`config.mk`:
```
export PLATFORM = sky130hd
export DESIGN_NAME = usbw_wrap
export DESIGN_NICKNAME = d
export VERILOG_FILES = /design/src/rtl/usbw_pkg.sv /design/src/rtl/usbw_region_dec.sv /design/src/rtl/usbw_cfg_bank.sv /design/src/rtl/usbw_wrap.sv
export SDC_FILE = /design/constraint.sdc
export NUM_CORES = 1
export LEC_CHECK = 0
export BUFFER_PORTS_ARGS = -buffer_cell sky130_fd_sc_hd__buf_2
export CAP_MARGIN = 20
export CELL_PAD_IN_SITES_DETAIL_PLACEMENT = 0
export CELL_PAD_IN_SITES_GLOBAL_PLACEMENT = 1
export CORE_UTILIZATION = 23
export DETAILED_ROUTE_END_ITERATION = 10
export GPL_TIMING_DRIVEN = 0
export HOLD_SLACK_MARGIN = 0.05
export PLACE_DENSITY_LB_ADDON = 0.1
export SYNTH_ARGS = -nofsm -noshare
export SYNTH_HDL_FRONTEND = slang
export SYNTH_SLANG_ARGS = --single-unit
```
`constraint.sdc`:
```
create_clock -name clk -period 2 [get_ports clk]
set_clock_uncertainty 0.2 [all_clocks]
set_input_delay 0.4 -clock clk [delete_from_list [all_inputs] [get_ports clk]]
set_output_delay 0.4 -clock clk [all_outputs]
set_load 0.02 [all_outputs]
```
`src/rtl/usbw_pkg.sv`:
```
package usbw_pkg;

    typedef enum logic [1:0] {
        RGN_DIRECT = 2'd0,
        RGN_ALIAS  = 2'd1,
        RGN_LOCAL  = 2'd2
    } rgn_e;

    typedef enum logic [1:0] {
        SZ_BYTE = 2'd0,
        SZ_HALF = 2'd1,
        SZ_WORD = 2'd2
    } acc_size_e;

    typedef enum logic [1:0] {
        ERR_NONE   = 2'd0,
        ERR_RDONLY = 2'd1,
        ERR_BADREG = 2'd2
    } err_e;

    localparam logic [31:0] ALIAS_BASE = 32'h200;
    localparam logic [31:0] LOCAL_BASE = 32'h400;

    localparam logic [31:0] OFS_REV    = 32'h400;
    localparam logic [31:0] OFS_SYSCFG = 32'h404;
    localparam logic [31:0] OFS_STAT   = 32'h408;
    localparam logic [31:0] OFS_IFSEL  = 32'h40C;
    localparam logic [31:0] OFS_SIMEN  = 32'h410;
    localparam logic [31:0] OFS_STDBY  = 32'h414;

    localparam logic [31:0] REV_VALUE   = 32'h0;
    localparam logic [31:0] STAT_VALUE  = 32'h1;
    localparam logic [31:0] SYSCFG_MASK = 32'h301F;
    localparam int          SOFTRST_BIT = 1;
    localparam int          SYSCFG_W    = 14;

    typedef struct packed {
        logic [SYSCFG_W-1:0] syscfg;
        logic [1:0]          ifsel;
        logic                simen;
        logic                stdby;
    } cfg_t;

    localparam cfg_t CFG_RESET = '{syscfg: '0, ifsel: 2'd1, simen: 1'b0, stdby: 1'b1};

    // Fold an alias-window offset onto a core register offset.
    function automatic logic [31:0] alias_fold(input logic [31:0] ofs);
        return 32'h20 + ((ofs >> 3) & 32'h3C);
    endfunction

endpackage

```
`src/rtl/usbw_region_dec.sv`:
```
module usbw_region_dec
    import usbw_pkg::*;
#(
    parameter int ADDR_W = 12
) (
    input  logic [ADDR_W-1:0] addr,
    output rgn_e              region,
    output logic [ADDR_W-1:0] core_addr
);
    logic [31:0] ofs;

    always_comb begin
        ofs = 32'(addr);
        if (ofs < ALIAS_BASE) begin
            region    = RGN_DIRECT;
            core_addr = addr;
        end else if (ofs < LOCAL_BASE) begin
            region    = RGN_ALIAS;
            core_addr = ADDR_W'(alias_fold(ofs));
        end else begin
            region    = RGN_LOCAL;
            core_addr = '0;
        end
    end
endmodule

```
`src/rtl/usbw_cfg_bank.sv`:
```
module usbw_cfg_bank
    import usbw_pkg::*;
#(
    parameter int ADDR_W = 12
) (
    input  logic              clk,
    input  logic              rst,
    input  logic              acc_en,
    input  logic              acc_wr,
    input  logic [1:0]        acc_size,
    input  logic [ADDR_W-1:0] acc_addr,
    input  logic [31:0]       acc_wdata,
    output logic [31:0]       rd_data,
    output err_e              err
);
    cfg_t        cfg_q, cfg_d;
    logic [31:0] ofs;
    logic        word_ok;
    logic        wr_ok;

    assign ofs     = 32'(acc_addr);
    assign word_ok = (acc_size == SZ_WORD) && (ofs[1:0] == 2'b00);
    assign wr_ok   = acc_en && acc_wr && word_ok;

    // Read mux and error classification.
    always_comb begin
        rd_data = '0;
        err     = ERR_NONE;
        if (acc_en) begin
            if (!word_ok) begin
                err = ERR_BADREG;
            end else begin
                unique case (ofs)
                    OFS_REV: begin
                        rd_data = REV_VALUE;
                        if (acc_wr) err = ERR_RDONLY;
                    end
                    OFS_STAT: begin
                        rd_data = STAT_VALUE;
                        if (acc_wr) err = ERR_RDONLY;
                    end
                    OFS_SYSCFG: rd_data = 32'(cfg_q.syscfg);
                    OFS_IFSEL:  rd_data = 32'(cfg_q.ifsel);
                    OFS_SIMEN:  rd_data = 32'(cfg_q.simen);
                    OFS_STDBY:  rd_data = 32'(cfg_q.stdby);
                    default:    err = ERR_BADREG;
                endcase
            end
        end
    end

    // Next state: soft reset first, then the masked store.
    always_comb begin
        cfg_d = cfg_q;
        if (wr_ok) begin
            case (ofs)
                OFS_SYSCFG: begin
                    if (acc_wdata[SOFTRST_BIT]) cfg_d = CFG_RESET;
                    cfg_d.syscfg = SYSCFG_W'(acc_wdata & SYSCFG_MASK);
                end
                OFS_IFSEL: cfg_d.ifsel = acc_wdata[1:0];
                OFS_SIMEN: cfg_d.simen = acc_wdata[0];
                OFS_STDBY: cfg_d.stdby = acc_wdata[0];
                default:   cfg_d = cfg_q;
            endcase
        end
    end

    always_ff @(posedge clk) begin
        if (rst) cfg_q <= CFG_RESET;
        else     cfg_q <= cfg_d;
    end
endmodule

```
`src/rtl/usbw_wrap.sv`:
```
module usbw_wrap
    import usbw_pkg::*;
#(
    parameter int ADDR_W = 12
) (
    input  logic              clk,
    input  logic              rst,
    input  logic              req_valid,
    input  logic              req_write,
    input  logic [1:0]        req_size,
    input  logic [ADDR_W-1:0] req_addr,
    input  logic [31:0]       req_wdata,
    output logic              rsp_valid,
    output logic [31:0]       rsp_rdata,
    output logic              core_valid,
    output logic              core_write,
    output logic [1:0]        core_size,
    output logic [ADDR_W-1:0] core_addr,
    output logic [31:0]       core_wdata,
    input  logic [31:0]       core_rdata,
    input  logic              core_irq_in,
    output logic              ctrl_irq,
    output logic              err_valid,
    output logic [1:0]        err_code
);
    rgn_e        region;
    logic [31:0] loc_rd;
    err_e        loc_err;
    logic        loc_en;

    logic        rsp_valid_q;
    logic        from_core_q;
    logic [31:0] loc_rd_q;
    logic        err_valid_q;
    err_e        err_code_q;

    usbw_region_dec #(.ADDR_W(ADDR_W)) u_dec (
        .addr      (req_addr),
        .region    (region),
        .core_addr (core_addr)
    );

    assign loc_en = req_valid && (region == RGN_LOCAL);

    usbw_cfg_bank #(.ADDR_W(ADDR_W)) u_bank (
        .clk       (clk),
        .rst       (rst),
        .acc_en    (loc_en),
        .acc_wr    (req_write),
        .acc_size  (req_size),
        .acc_addr  (req_addr),
        .acc_wdata (req_wdata),
        .rd_data   (loc_rd),
        .err       (loc_err)
    );

    assign core_valid = req_valid && (region != RGN_LOCAL);
    assign core_write = req_write;
    assign core_size  = req_size;
    assign core_wdata = req_wdata;
    assign ctrl_irq   = core_irq_in;

    always_ff @(posedge clk) begin
        if (rst) begin
            rsp_valid_q <= 1'b0;
            from_core_q <= 1'b0;
            loc_rd_q    <= '0;
            err_valid_q <= 1'b0;
            err_code_q  <= ERR_NONE;
        end else begin
            rsp_valid_q <= req_valid && !req_write;
            from_core_q <= core_valid;
            loc_rd_q    <= loc_rd;
            err_valid_q <= loc_en && (loc_err != ERR_NONE);
            err_code_q  <= loc_en ? loc_err : ERR_NONE;
        end
    end

    assign rsp_valid = rsp_valid_q;
    assign rsp_rdata = from_core_q ? core_rdata : loc_rd_q;
    assign err_valid = err_valid_q;
    assign err_code  = err_code_q;
endmodule

```
=== After elaboration in Yosys (flattened, before gate mapping) ===
Cells that the tools add are included.
W data, S select, Z words.

* Add/sub/neg operators: 1
* Multipliers: 0
* Divide/modulo/power cells: 0
* Order comparisons: 2
* Equal/unequal tests: 10
* Shift-type cells: 0
* Muxes and demuxes: 14
* Bitwise logic cells: 2
* Reduce and logical (&&, ||, !) cells: 21

{| class="wikitable"
|+ Operator list
! kind !! count
|-
| $eq A12 B11 Y1 const B || 6
|-
| $pmux W14 S5 || 1
|-
| $mux W32 || 1
|-
| $mux W12 || 2
|-
| $lt A12 B10 Y1 const B || 1
|-
| $lt A12 B11 Y1 const B || 1
|-
| $reduce_and A3 Y1 || 3
|-
| $mux W2 || 4
|-
| $pmux W2 S2 || 2
|-
| $reduce_bool A2 Y1 || 4
|-
| $add A6 B6 Y7 const A || 1
|-
| $logic_and A1 B1 Y1 || 7
|-
| $eq A2 B2 Y1 const B || 2
|-
| $mux W4 || 1
|-
| $ne A2 B2 Y1 const B || 2
|-
| $pmux W1 S2 || 2
|-
| $reduce_or A2 Y1 || 2
|-
| $reduce_or A4 Y1 || 1
|-
| $reduce_or A3 Y1 || 1
|-
| $logic_not A2 Y1 || 1
|-
| $not A1 Y1 || 2
|-
| $reduce_and A2 Y1 || 1
|-
| $logic_not A1 Y1 || 1
|-
| $mux W1 || 1
|}

* Bits in registers: 48
* Latch bits: 0
* Memory bits (writable): 0
* ROM bits: 0
* Output and inout bits: 85
* Memories: 0

=== Logic depth before layout (Yosys ltp) ===
Gate-level depths: netlist of the first run.

* Depth after elaboration: 8
* Mapped depth: 6

=== Hierarchy ===
A second synthesis of the first run with hierarchy kept.

* Cell total of the unflattened synthesis: 298
* Area total of the unflattened synthesis: 2899.0 um^2

{| class="wikitable"
|+ By module, submodules not included
! module !! instances !! cells each !! area an instance (um^2)
|-
| usbw_wrap || 1 || 154 || 1835.5
|-
| usbw_cfg_bank || 1 || 119 || 892.1
|-
| usbw_region_dec || 1 || 25 || 171.4
|}

=== Worst setup path before layout of the first run ===
OpenSTA, ideal clock, no wires.

* Path kind: input to output
* Start point: input req_addr[11]
* End point: output core_addr[8]
* Arrival time: 1.300 ns
* Required time: 1.400 ns
* Setup slack: 0.100 ns
* Stages: 3
* Buffers on the path: 1
* Cells stage by stage: or2_2 > buf_2 > nor3_1

* Cells in the longest elaborated chain, start to end: 2

{| class="wikitable"
|+ Ends and longest elaborated chain
! what !! line !! RTL
|-
| start: declaration || usbw_wrap.sv:11 || <nowiki>input logic [ADDR_W-1:0] req_addr,</nowiki>
|-
| $lt A12 B10 Y1 || usbw_region_dec.sv:14 || <nowiki>if (ofs < ALIAS_BASE) begin</nowiki>
|-
| $mux W12 || usbw_region_dec.sv:14 ||
|-
| end: declaration || usbw_wrap.sv:18 || <nowiki>output logic [ADDR_W-1:0] core_addr,</nowiki>
|}

No other way between the ends.

=== Worst setup path after layout of the first run ===
* Start point: input req_addr[11]
* End point: output core_addr[7]

The elaborated chain is that of the path after synthesis.

==> flow_metrics.env, run 1 <==
export IMPL_core_sq_mm=0.00694
export IMPL_period_needed_ns=1.94
export IMPL_chipWidth_microns=87.9
export IMPL_drt_wl_total_mm=5.75
export IMPL_grt_pass1_vias=1556
export IMPL_wl_per_cell_microns=12.9
export IMPL_pwr_share_seq_pct=42.6
export IMPL_pwr_share_comb_pct=31.7
export IMPL_syn_to_final_growth_pct=50.6
export IMPL_syn_area_per_cell_sq_um=8.07
export IMPL_min_path_type="in -> reg"
export IMPL_final_hold_viol_count=0
export IMPL_vias=1862
export IMPL_fin_crit_sh_pct=97.0
export IMPL_cp_max_fo=10
export IMPL_clock_sinks=23
export IMPL_synth_compound_area_share_pct=10.3
export IMPL_drt_iter0_drc=45
export IMPL_rsz0062_at_grt="no"
export IMPL_grt_max_degree=13
export IMPL_n_antenna_cell=0
export IMPL_rrSetupSlack_ns=0.79
export IMPL_worstSetupPathType="in -> out"
export IMPL_grt_use_total_pct=13.4
export IMPL_ys_flop_type="dfxtp_1"
export IMPL_peakVddDrop_mv=0.169
export IMPL_synthArstFlopShare_pct=0
export IMPL_place_congestion=0.751
export IMPL_synth_largest_area_cell="dfxtp_1"
export IMPL_relSlewSlack_pct=58.9
export IMPL_clkPwrFrac_pct=25.7
export IMPL_worstMarginPinSlew_ns=0.615
export IMPL_drc_errors=0
export IMPL_power_switching_uw=325
export IMPL_arrival_ns=1.34
export IMPL_synth_cells=210
export IMPL_initial_utilization_pct=24.4
export IMPL_postCtsSetupRepairBufs=0
export IMPL_ys_types=38
export IMPL_synth_most_common_cell="buf_4"
export IMPL_syn_area_sq_mm=0.00170
export IMPL_fmax_ghz=0.516
export IMPL_synth_xor_area_share_pct=0
export IMPL_p_per_area_mw_per_mm2=425
export IMPL_synth_seq_cells=23
export IMPL_dr_pass1_iters=6
export IMPL_max_cap_viol_count=0
export IMPL_cts_root_buf="clkbuf_8"
export IMPL_timing_hold_ws_ns=0.139
export IMPL_min_delay_start="req_write"
export IMPL_hpwl_mm=4.81
export IMPL_fin_ws_ns=0.0605
export IMPL_synth_simple_area_share_pct=31.7
export IMPL_synth_top_cells_by_area="dfxtp_1 (27%), buf_4 (18%), and2_1 (13%)"
export IMPL_clkTransAtPathRegs_ns=0.08
export IMPL_nFillCells=759
export IMPL_whs_endpoint="rsp_valid$_SDFF_PP0_"
export IMPL_vias_per_cell=4.17
export IMPL_cts_buffers=3
export IMPL_yosys_area_share_adder_pct=0
export IMPL_worstRegToRegCells=4
export IMPL_fin_nets=435
export IMPL_final_cells=447
export IMPL_setup_violations_final=0
export IMPL_final_area_sq_mm=0.00255
export IMPL_insertion_delay_ns=0.26
export IMPL_grt_pass1_wl_mm=7.98
export IMPL_whs_path_depth=2
export IMPL_synth_edf_count=0
export IMPL_yosysTopAreaCellShare_pct=27.2
export IMPL_io_buffers=136
export IMPL_swShare_pct=30.0
export IMPL_ys_seq_area_share_pct=27.2
export IMPL_place_area_sq_mm=0.00250
export IMPL_outcome="finished, final reports clean"
export IMPL_ys_warn_count=0
export IMPL_grt_overflow=0
export IMPL_die_h_microns=87.9
export IMPL_cts_hold_buf=0
export IMPL_dp_cells=444
export IMPL_leakage_nw=1.37
export IMPL_end_kind="output pin"
export IMPL_synth_top_family_by_area="simple AND/OR/NAND/NOR gates"
export IMPL_post_place_ws_ns=-0.107
export IMPL_cellInternalPower_uw=760
export IMPL_cts_max_level=1
export IMPL_r2r_start="u_bank.cfg_q[1]$_SDFFE_PP0P_"
export IMPL_rows=30
export IMPL_cp_start_kind="input port"
export IMPL_drtAntennaViolNets=0
export IMPL_finalMaxSlewViolations=0
export IMPL_ioPinCount=168
export IMPL_die_area_sq_mm=0.00772
export IMPL_totalPowerFinal_mw=1.08
export IMPL_clockBufferDepth=2
export IMPL_r2r_end="u_bank.cfg_q[1]$_SDFFE_PP0P_"
export IMPL_final_layout_size_suffix_gt1_share_pct=56.1
export IMPL_cts_tree="yes"
export IMPL_synthMuxAreaShare_pct=8.78
export IMPL_antenna_found_initial=0
export IMPL_ys_top_cells_by_count="buf_4 (40), and2_1 (34), dfxtp_1 (23)"
export IMPL_critPathRequiredTime_ns=1.40
==> layout make-up <==
class	count	area (sq um)	share of cell area (%)
well taps	96	120	4.71
repair buffers	136	681	26.7
plain buffers	50	358	14.0
clock buffers	4	45.0	1.76
multi-input cells	135	876	34.3
flip-flops and latches	23	462	18.1
inverters	3	11.3	0.441
==> metrics by stage <==
| step | setup TNS, ns | util [%] |
|---|---|---|
| after floorplan | 0 | - |
| after global placement | -1.25 | 36.1 |
| after detailed placement | -1.03 | 36.1 |
| after CTS | 0 | 36.7 |
| after global routing | 0 | 36.8 |
| final | 0 | 36.8 |
==> worst max path at each step <==
| stage | startpoint | depth (start not counted) | slack, ns | endpoint |
|---|---|---|---|---|
| 5_1_grt | req_addr[11] | 5 | 0.01 | core_addr[1] |
| 3_5_place_dp | req_addr[3] | 6 | -0.11 | u_bank.cfg_q[17]$_SDFFE_PP0P_ |
| 2_1_floorplan | req_addr[11] | 3 | 0.10 | core_addr[8] |
| 3_3_place_gp | req_addr[3] | 6 | -0.14 | u_bank.cfg_q[4]$_SDFFE_PP0P_ |
| 6_report | req_addr[11] | 5 | 0.06 | core_addr[7] |
| 4_1_cts | from_core_q$_SDFF_PP0_ | 3 | 0.05 | rsp_rdata[3] |
==> placed cells by master, fill, tap and decap left out, drive strengths merged, types with 3 or more instances in the layout <==
| master | instances |
|---|---|
| nor4b | 3 |
| mux2 | 7 |
| nand4 | 8 |
| buf | 179 |
| nand2 | 5 |
| nand2b | 5 |
| nor3 | 6 |
| and2 | 34 |
| o21ai | 10 |
| inv | 3 |
| nor2 | 15 |
| conb | 3 |
| dfxtp | 23 |
| a21oi | 10 |
| clkbuf | 11 |
| mux2i | 7 |
==> power groups by stage <==
stage | clock [mW] | combinational (mW) | sequential [mW]
5_1_grt | 0.312 | 0.373 | 0.463
2_1_floorplan | 0 | 0.208 | 0.477
4_1_cts | 0.297 | 0.347 | 0.463
3_3_place_gp | 0 | 0.346 | 0.473
3_5_place_dp | 0 | 0.346 | 0.473
6_report | 0.279 | 0.343 | 0.462
==> worst max-delay path, cell delays in order <==
cell and delay [ns]:
buf_2 0.13, or2_2 0.40, nor2_2 0.13, and2_1 0.13
buf_2 0.15
==> sequential cells by signal, summed over array words and instances (netlist names) <==
name          cells
err_code          2
loc_rd_q          7
from_core_q       1
u_bank.cfg_q     11
err_valid         1
rsp_valid         1
==> cells by family after synthesis <==
| logic type | count (synthesis) |
|---|---|
| AND/OR/NAND/NOR | 89 |
| buffers and inverters | 54 |
| flip-flops | 23 |
| other | 1 |
| multiplexers | 14 |
| AO/OA/AOI/OAI | 29 |
==> repair_timing <==
item,4_1_cts,5_1_grt
gates resized for setup,4,3
setup endpoints to repair,9,11
cloned,0,0
==> layer usage <==
layer	wire, microns	share of wire (%)	vias up	GRT usage, %
li1	-	-	954	-
met1	2260	39	819	14.9
met2	3050	53	87	26.3
met3	430	7.5	2	2.26
met4	15	0.26	0	2.68
met5	0	0	-	0
No activity file was read; power rests on OpenSTA's default activity.
==> run 2: changes to the inputs <==
- SETUP_SLACK_MARGIN: default -> 0.15
==> flow_metrics.env, run 2 (synthesis results as in run 1) <==
export IMPL_worstMarginPinSlew_ns=0.572
export IMPL_die_h_microns=87.9
export IMPL_post_route_util_pct=39.6
export IMPL_fmax_ghz=0.550
export IMPL_chipWidth_microns=87.9
export IMPL_outcome="finished, final reports clean"
export IMPL_rows=30
export IMPL_core_sq_mm=0.00694
export IMPL_antenna_found_initial=0
export IMPL_drtAntennaViolNets=0
export IMPL_clock_sinks=23
export IMPL_most_common_layout_cells="buf_2 (125), buf_4 (45), and2_1 (31), dfxtp_1 (22)"
export IMPL_max_cap_viol_count=0
export IMPL_fin_ws_ns=0.180
export IMPL_end_kind="output pin"
export IMPL_wl_per_cell_microns=13.1
export IMPL_post_place_ws_ns=-0.114
export IMPL_grt_pass1_vias=1620
export IMPL_n_antenna_cell=0
export IMPL_hpwl_mm=4.82
export IMPL_ioPinCount=168
export IMPL_initial_utilization_pct=24.4
export IMPL_fin_nets=441
export IMPL_vias_per_cell=4.15
export IMPL_place_congestion=0.737
export IMPL_rsz0062_at_grt="yes"
export IMPL_setup_violations_final=0
export IMPL_grt_use_total_pct=14.0
export IMPL_leakage_nw=1.45
export IMPL_min_delay_start="req_write"
export IMPL_dr_pass1_iters=4
export IMPL_min_path_type="in -> reg"
export IMPL_critPathRequiredTime_ns=1.40
export IMPL_cts_root_buf="clkbuf_8"
export IMPL_worstSetupPathType="reg -> out"
export IMPL_drc_errors=0
export IMPL_startpoint="from_core_q$_SDFF_PP0_"
export IMPL_clockBufferDepth=2
export IMPL_cp_start_kind="register"
export IMPL_final_area_sq_mm=0.00275
export IMPL_die_area_sq_mm=0.00772
export IMPL_clkTransAtPathRegs_ns=0.08
export IMPL_fin_crit_sh_pct=91.0
export IMPL_place_area_sq_mm=0.00251
export IMPL_totalPowerFinal_mw=1.12
export IMPL_grt_pass1_wl_mm=8.38
export IMPL_p_per_area_mw_per_mm2=408
export IMPL_peakVddDrop_mv=0.343
export IMPL_final_common_cell="buf_2"
export IMPL_final_hold_viol_count=0
export IMPL_r2r_end="u_bank.cfg_q[1]$_SDFFE_PP0P_"
export IMPL_syn_to_final_growth_pct=62.2
export IMPL_arrival_ns=1.22
export IMPL_rrSetupSlack_ns=0.80
export IMPL_largest_reg_flops=11
export IMPL_worstRegToRegCells=4
export IMPL_finalMaxSlewViolations=0
export IMPL_final_setup_tns_ns=0
export IMPL_drt_wl_total_mm=5.92
export IMPL_whs_path_depth=2
export IMPL_r2r_start="u_bank.cfg_q[1]$_SDFFE_PP0P_"
export IMPL_period_needed_ns=1.82
export IMPL_cts_tree="yes"
export IMPL_relSlewSlack_pct=61.7
export IMPL_drt_iter0_drc=62
export IMPL_vias=1881
export IMPL_cp_max_fo=4
export IMPL_grt_max_degree=14
export IMPL_insertion_delay_ns=0.26
export IMPL_final_layout_size_suffix_gt1_share_pct=59.7
export IMPL_cts_max_level=1
export IMPL_cts_buffers=3
export IMPL_io_buffers=136
export IMPL_top_register="u_bank.cfg_q"
export IMPL_grt_overflow=0
export IMPL_whs_endpoint="rsp_valid$_SDFF_PP0_"
run 2: cell type report:
type / count / area (sq um)
inverter: 3 / 11.3
timing repair buffer: 142 / 802
multi-input combinational: 135 / 930
sequential: 23 / 464
clock inverter: 1 / 5.00
tap: 96 / 120
clock buffer: 3 / 41.3
fill: 742 / 4190
buffer: 50 / 377
run 2: stage by stage:
stage / hold slack (ns) / std cells
global route: 0.123 / 453
detailed placement: 0.247 / 444
global placement: 0.242 / 444
finish: 0.131 / 453
CTS: 0.129 / 452
floorplan: 0.226 / 212
run 2: timing repair:
item | CTS | global route
hold buffers | 0 | 0
buffers inserted | 3 | 2
pin swaps | 3 | 3
gates resized for setup | 31 | 23
cloned | 1 | 0
setup endpoints to repair | 40 | 46
run 2: worst max-delay path by stage:
| stage | end | slack (ns) | cells after the start |
|---|---|---|---|
| detailed placement | u_bank.cfg_q[7]$_SDFFE_PP0P_ | -0.11 | 6 |
| global route | rsp_rdata[1] | 0.12 | 3 |
| global placement | u_bank.cfg_q[4]$_SDFFE_PP0P_ | -0.15 | 6 |
| floorplan | u_bank.cfg_q[1]$_SDFFE_PP0P_ | 0.19 | 4 |
| finish | rsp_rdata[0] | 0.18 | 3 |
| CTS | rsp_rdata[12] | 0.12 | 3 |
run 2: layer usage:
layer	wire length (microns)	track usage, %
met1	2360	15.8
met2	3170	27.6
met3	359	2.83
met4	23	1.79
met5	0	0
run 2: critical path, cell delays in order (launching register included):
cell	delay (ns)
dfxtp_4	0.38
buf_4	0.12
mux2_2	0.33
buf_6	0.13
run 2: report_power, final:
group	switching (mW)	leakage (nW)	internal, mW
registers	0.00145	0.187	0.460
logic	0.194	1.24	0.177
clock network	0.152	0.0255	0.139
==> run 3: changes to the inputs <==
==> constraint.sdc (replaced) <==
create_clock -name clk -period 2 [get_ports clk]
set_clock_uncertainty 0.2 [all_clocks]
set_input_delay 0.3 -clock clk [delete_from_list [all_inputs] [get_ports clk]]
set_output_delay 0.3 -clock clk [all_outputs]
set_load 0.02 [all_outputs]
==> flow_metrics.env, run 3 (synthesis results as in run 1) <==
export IMPL_met1_length_mm=2.27
export IMPL_clkTransAtPathRegs_ns=0.08
export IMPL_final_common_cell="buf_2"
export IMPL_final_area_sq_mm=0.00258
export IMPL_drt_wl_total_mm=5.76
export IMPL_cp_start_kind="input port"
export IMPL_grt_use_total_pct=13.4
export IMPL_grt_overflow=0
export IMPL_vias_per_cell=4.16
export IMPL_rsz0062_at_grt="no"
export IMPL_drt_iter0_drc=33
export IMPL_grt_max_degree=13
export IMPL_period_needed_ns=1.79
export IMPL_initial_utilization_pct=24.4
export IMPL_arrival_ns=1.29
export IMPL_hpwl_mm=4.81
export IMPL_cellInternalPower_uw=761
export IMPL_clock_sinks=23
export IMPL_whs_endpoint="u_bank.cfg_q[17]$_SDFFE_PP0P_"
export IMPL_setup_violations_final=0
export IMPL_pwr_share_seq_pct=42.5
export IMPL_n_antenna_cell=0
export IMPL_r2r_start="u_bank.cfg_q[1]$_SDFFE_PP0P_"
export IMPL_final_cells=449
export IMPL_cts_buffers=3
export IMPL_outcome="finished, final reports clean"
export IMPL_core_sq_mm=0.00694
export IMPL_final_layout_size_suffix_gt1_share_pct=56.1
export IMPL_fin_nets=437
export IMPL_max_cap_viol_count=0
export IMPL_rows=30
export IMPL_whs_path_depth=3
export IMPL_dr_pass1_iters=6
export IMPL_syn_to_final_growth_pct=52.0
export IMPL_drtAntennaViolNets=0
export IMPL_cts_tree="yes"
export IMPL_met2WireLength_mm=3.05
export IMPL_place_area_sq_mm=0.00250
export IMPL_grt_pass1_wl_mm=7.98
export IMPL_end_kind="output pin"
export IMPL_pwr_share_comb_pct=31.9
export IMPL_ioPinCount=168
export IMPL_drc_errors=0
export IMPL_wl_per_cell_microns=12.8
export IMPL_peakVddDrop_mv=0.169
export IMPL_fin_crit_sh_pct=89.6
export IMPL_insertion_delay_ns=0.26
export IMPL_finalMaxSlewViolations=0
export IMPL_swShare_pct=30.0
export IMPL_cp_max_fo=10
export IMPL_relSlewSlack_pct=58.9
export IMPL_clockBufferDepth=2
export IMPL_worstSetupPathType="in -> out"
export IMPL_final_hold_viol_count=0
export IMPL_cts_max_level=1
export IMPL_power_switching_uw=326
export IMPL_worstRegToRegCells=4
export IMPL_critPathRequiredTime_ns=1.50
export IMPL_die_area_sq_mm=0.00772
export IMPL_rrSetupSlack_ns=0.79
export IMPL_place_congestion=0.751
export IMPL_clkPwrFrac_pct=25.7
export IMPL_fmax_ghz=0.558
export IMPL_grt_pass1_vias=1560
export IMPL_dp_cells=444
export IMPL_r2r_end="u_bank.cfg_q[1]$_SDFFE_PP0P_"
export IMPL_chipWidth_microns=87.9
export IMPL_io_buffers=136
export IMPL_wl_met3_microns=430
export IMPL_cts_root_buf="clkbuf_8"
export IMPL_most_common_layout_cells="buf_2 (137), buf_4 (40), and2_1 (34), dfxtp_1 (22), nor2_1 (14)"
export IMPL_leakage_nw=1.38
export IMPL_largest_reg_flops=11
export IMPL_vias=1866
export IMPL_antenna_found_initial=0
export IMPL_p_per_area_mw_per_mm2=422
export IMPL_min_path_type="in -> reg"
export IMPL_top_layer="met4"
export IMPL_min_delay_start="req_wdata[13]"
export IMPL_die_h_microns=87.9
export IMPL_top_register="u_bank.cfg_q"
export IMPL_worstMarginPinSlew_ns=0.615
## run 3: cell count changes in the layout (fill, tap and decap cells not counted), sizes merged
cell	change
dlygate4sd3	+1
buf	-7
clkinv	-1
clkbuf	+3
## run 3: repair_timing
action	in CTS	in global routing
endpoints found under the setup margin	10	15
gates resized for setup	4	4
hold endpoints to repair	1	0
buffers inserted	0	0
hold buffers	1	0
## run 3: worst max path at each step
| stage | from | endpoint | slack (ns) | depth (start not counted) |
|---|---|---|---|---|
| 2_1_floorplan | req_addr[3] | u_bank.cfg_q[1]$_SDFFE_PP0P_ | 0.29 | 4 |
| 3_3_place_gp | req_addr[3] | u_bank.cfg_q[4]$_SDFFE_PP0P_ | -0.04 | 6 |
| 3_5_place_dp | req_addr[3] | u_bank.cfg_q[17]$_SDFFE_PP0P_ | -0.007 | 6 |
| 4_1_cts | req_addr[11] | core_addr[7] | 0.16 | 6 |
| 5_1_grt | req_addr[11] | core_addr[1] | 0.16 | 6 |
| 6_report | req_addr[11] | core_addr[7] | 0.21 | 6 |
## run 3: power by group through the flow
stage	clock, mW	sequential (mW)	combinational [mW]
floorplan	0	0.477	0.208
global placement	0	0.473	0.346
detailed placement	0	0.473	0.346
CTS	0.297	0.463	0.349
global route	0.312	0.462	0.376
finish	0.279	0.461	0.346
## run 3: final cells by class
cell class                 instances  area (sq um)
fill                             758          4370
multi-input combinational        135           876
timing repair buffer             137           691
sequential                        23           464
buffer                            51           369
tap                               96           120
clock buffer                       4          45.0
inverter                           3          11.3
## run 3: worst max-delay path: stages
cell	delay, ns
buf_2	0.13
or2_2	0.28
buf_2	0.19
nor2_2	0.12
and2_1	0.13
buf_2	0.15
## run 3: per-stage QoR
| step | power (mW) | utilization (%) | hold slack [ns] | worst slack [ns] | TNS, ns |
|---|---|---|---|---|---|
| 2_1_floorplan | 0.685 | - | 0.172 | 0.294 | 0 |
| 3_3_place_gp | 0.819 | 36.1 | 0.246 | -0.0397 | -0.256 |
| 3_5_place_dp | 0.820 | 36.1 | 0.243 | -0.00671 | -0.00972 |
| 4_1_cts | 1.11 | 37.0 | 0.100 | 0.156 | 0 |
| 5_1_grt | 1.15 | 37.1 | 0.114 | 0.158 | 0 |
| 6_report | 1.09 | 37.1 | 0.107 | 0.207 | 0 |
## run 3: layer usage
| layer | up-vias | global-route usage [%] |
|---|---|---|
| met3 | 2 | 2.26 |
| met5 | - | 0 |
| li1 | 959 | - |
| met4 | 0 | 2.68 |
| met1 | 818 | 15.0 |
| met2 | 87 | 26.3 |
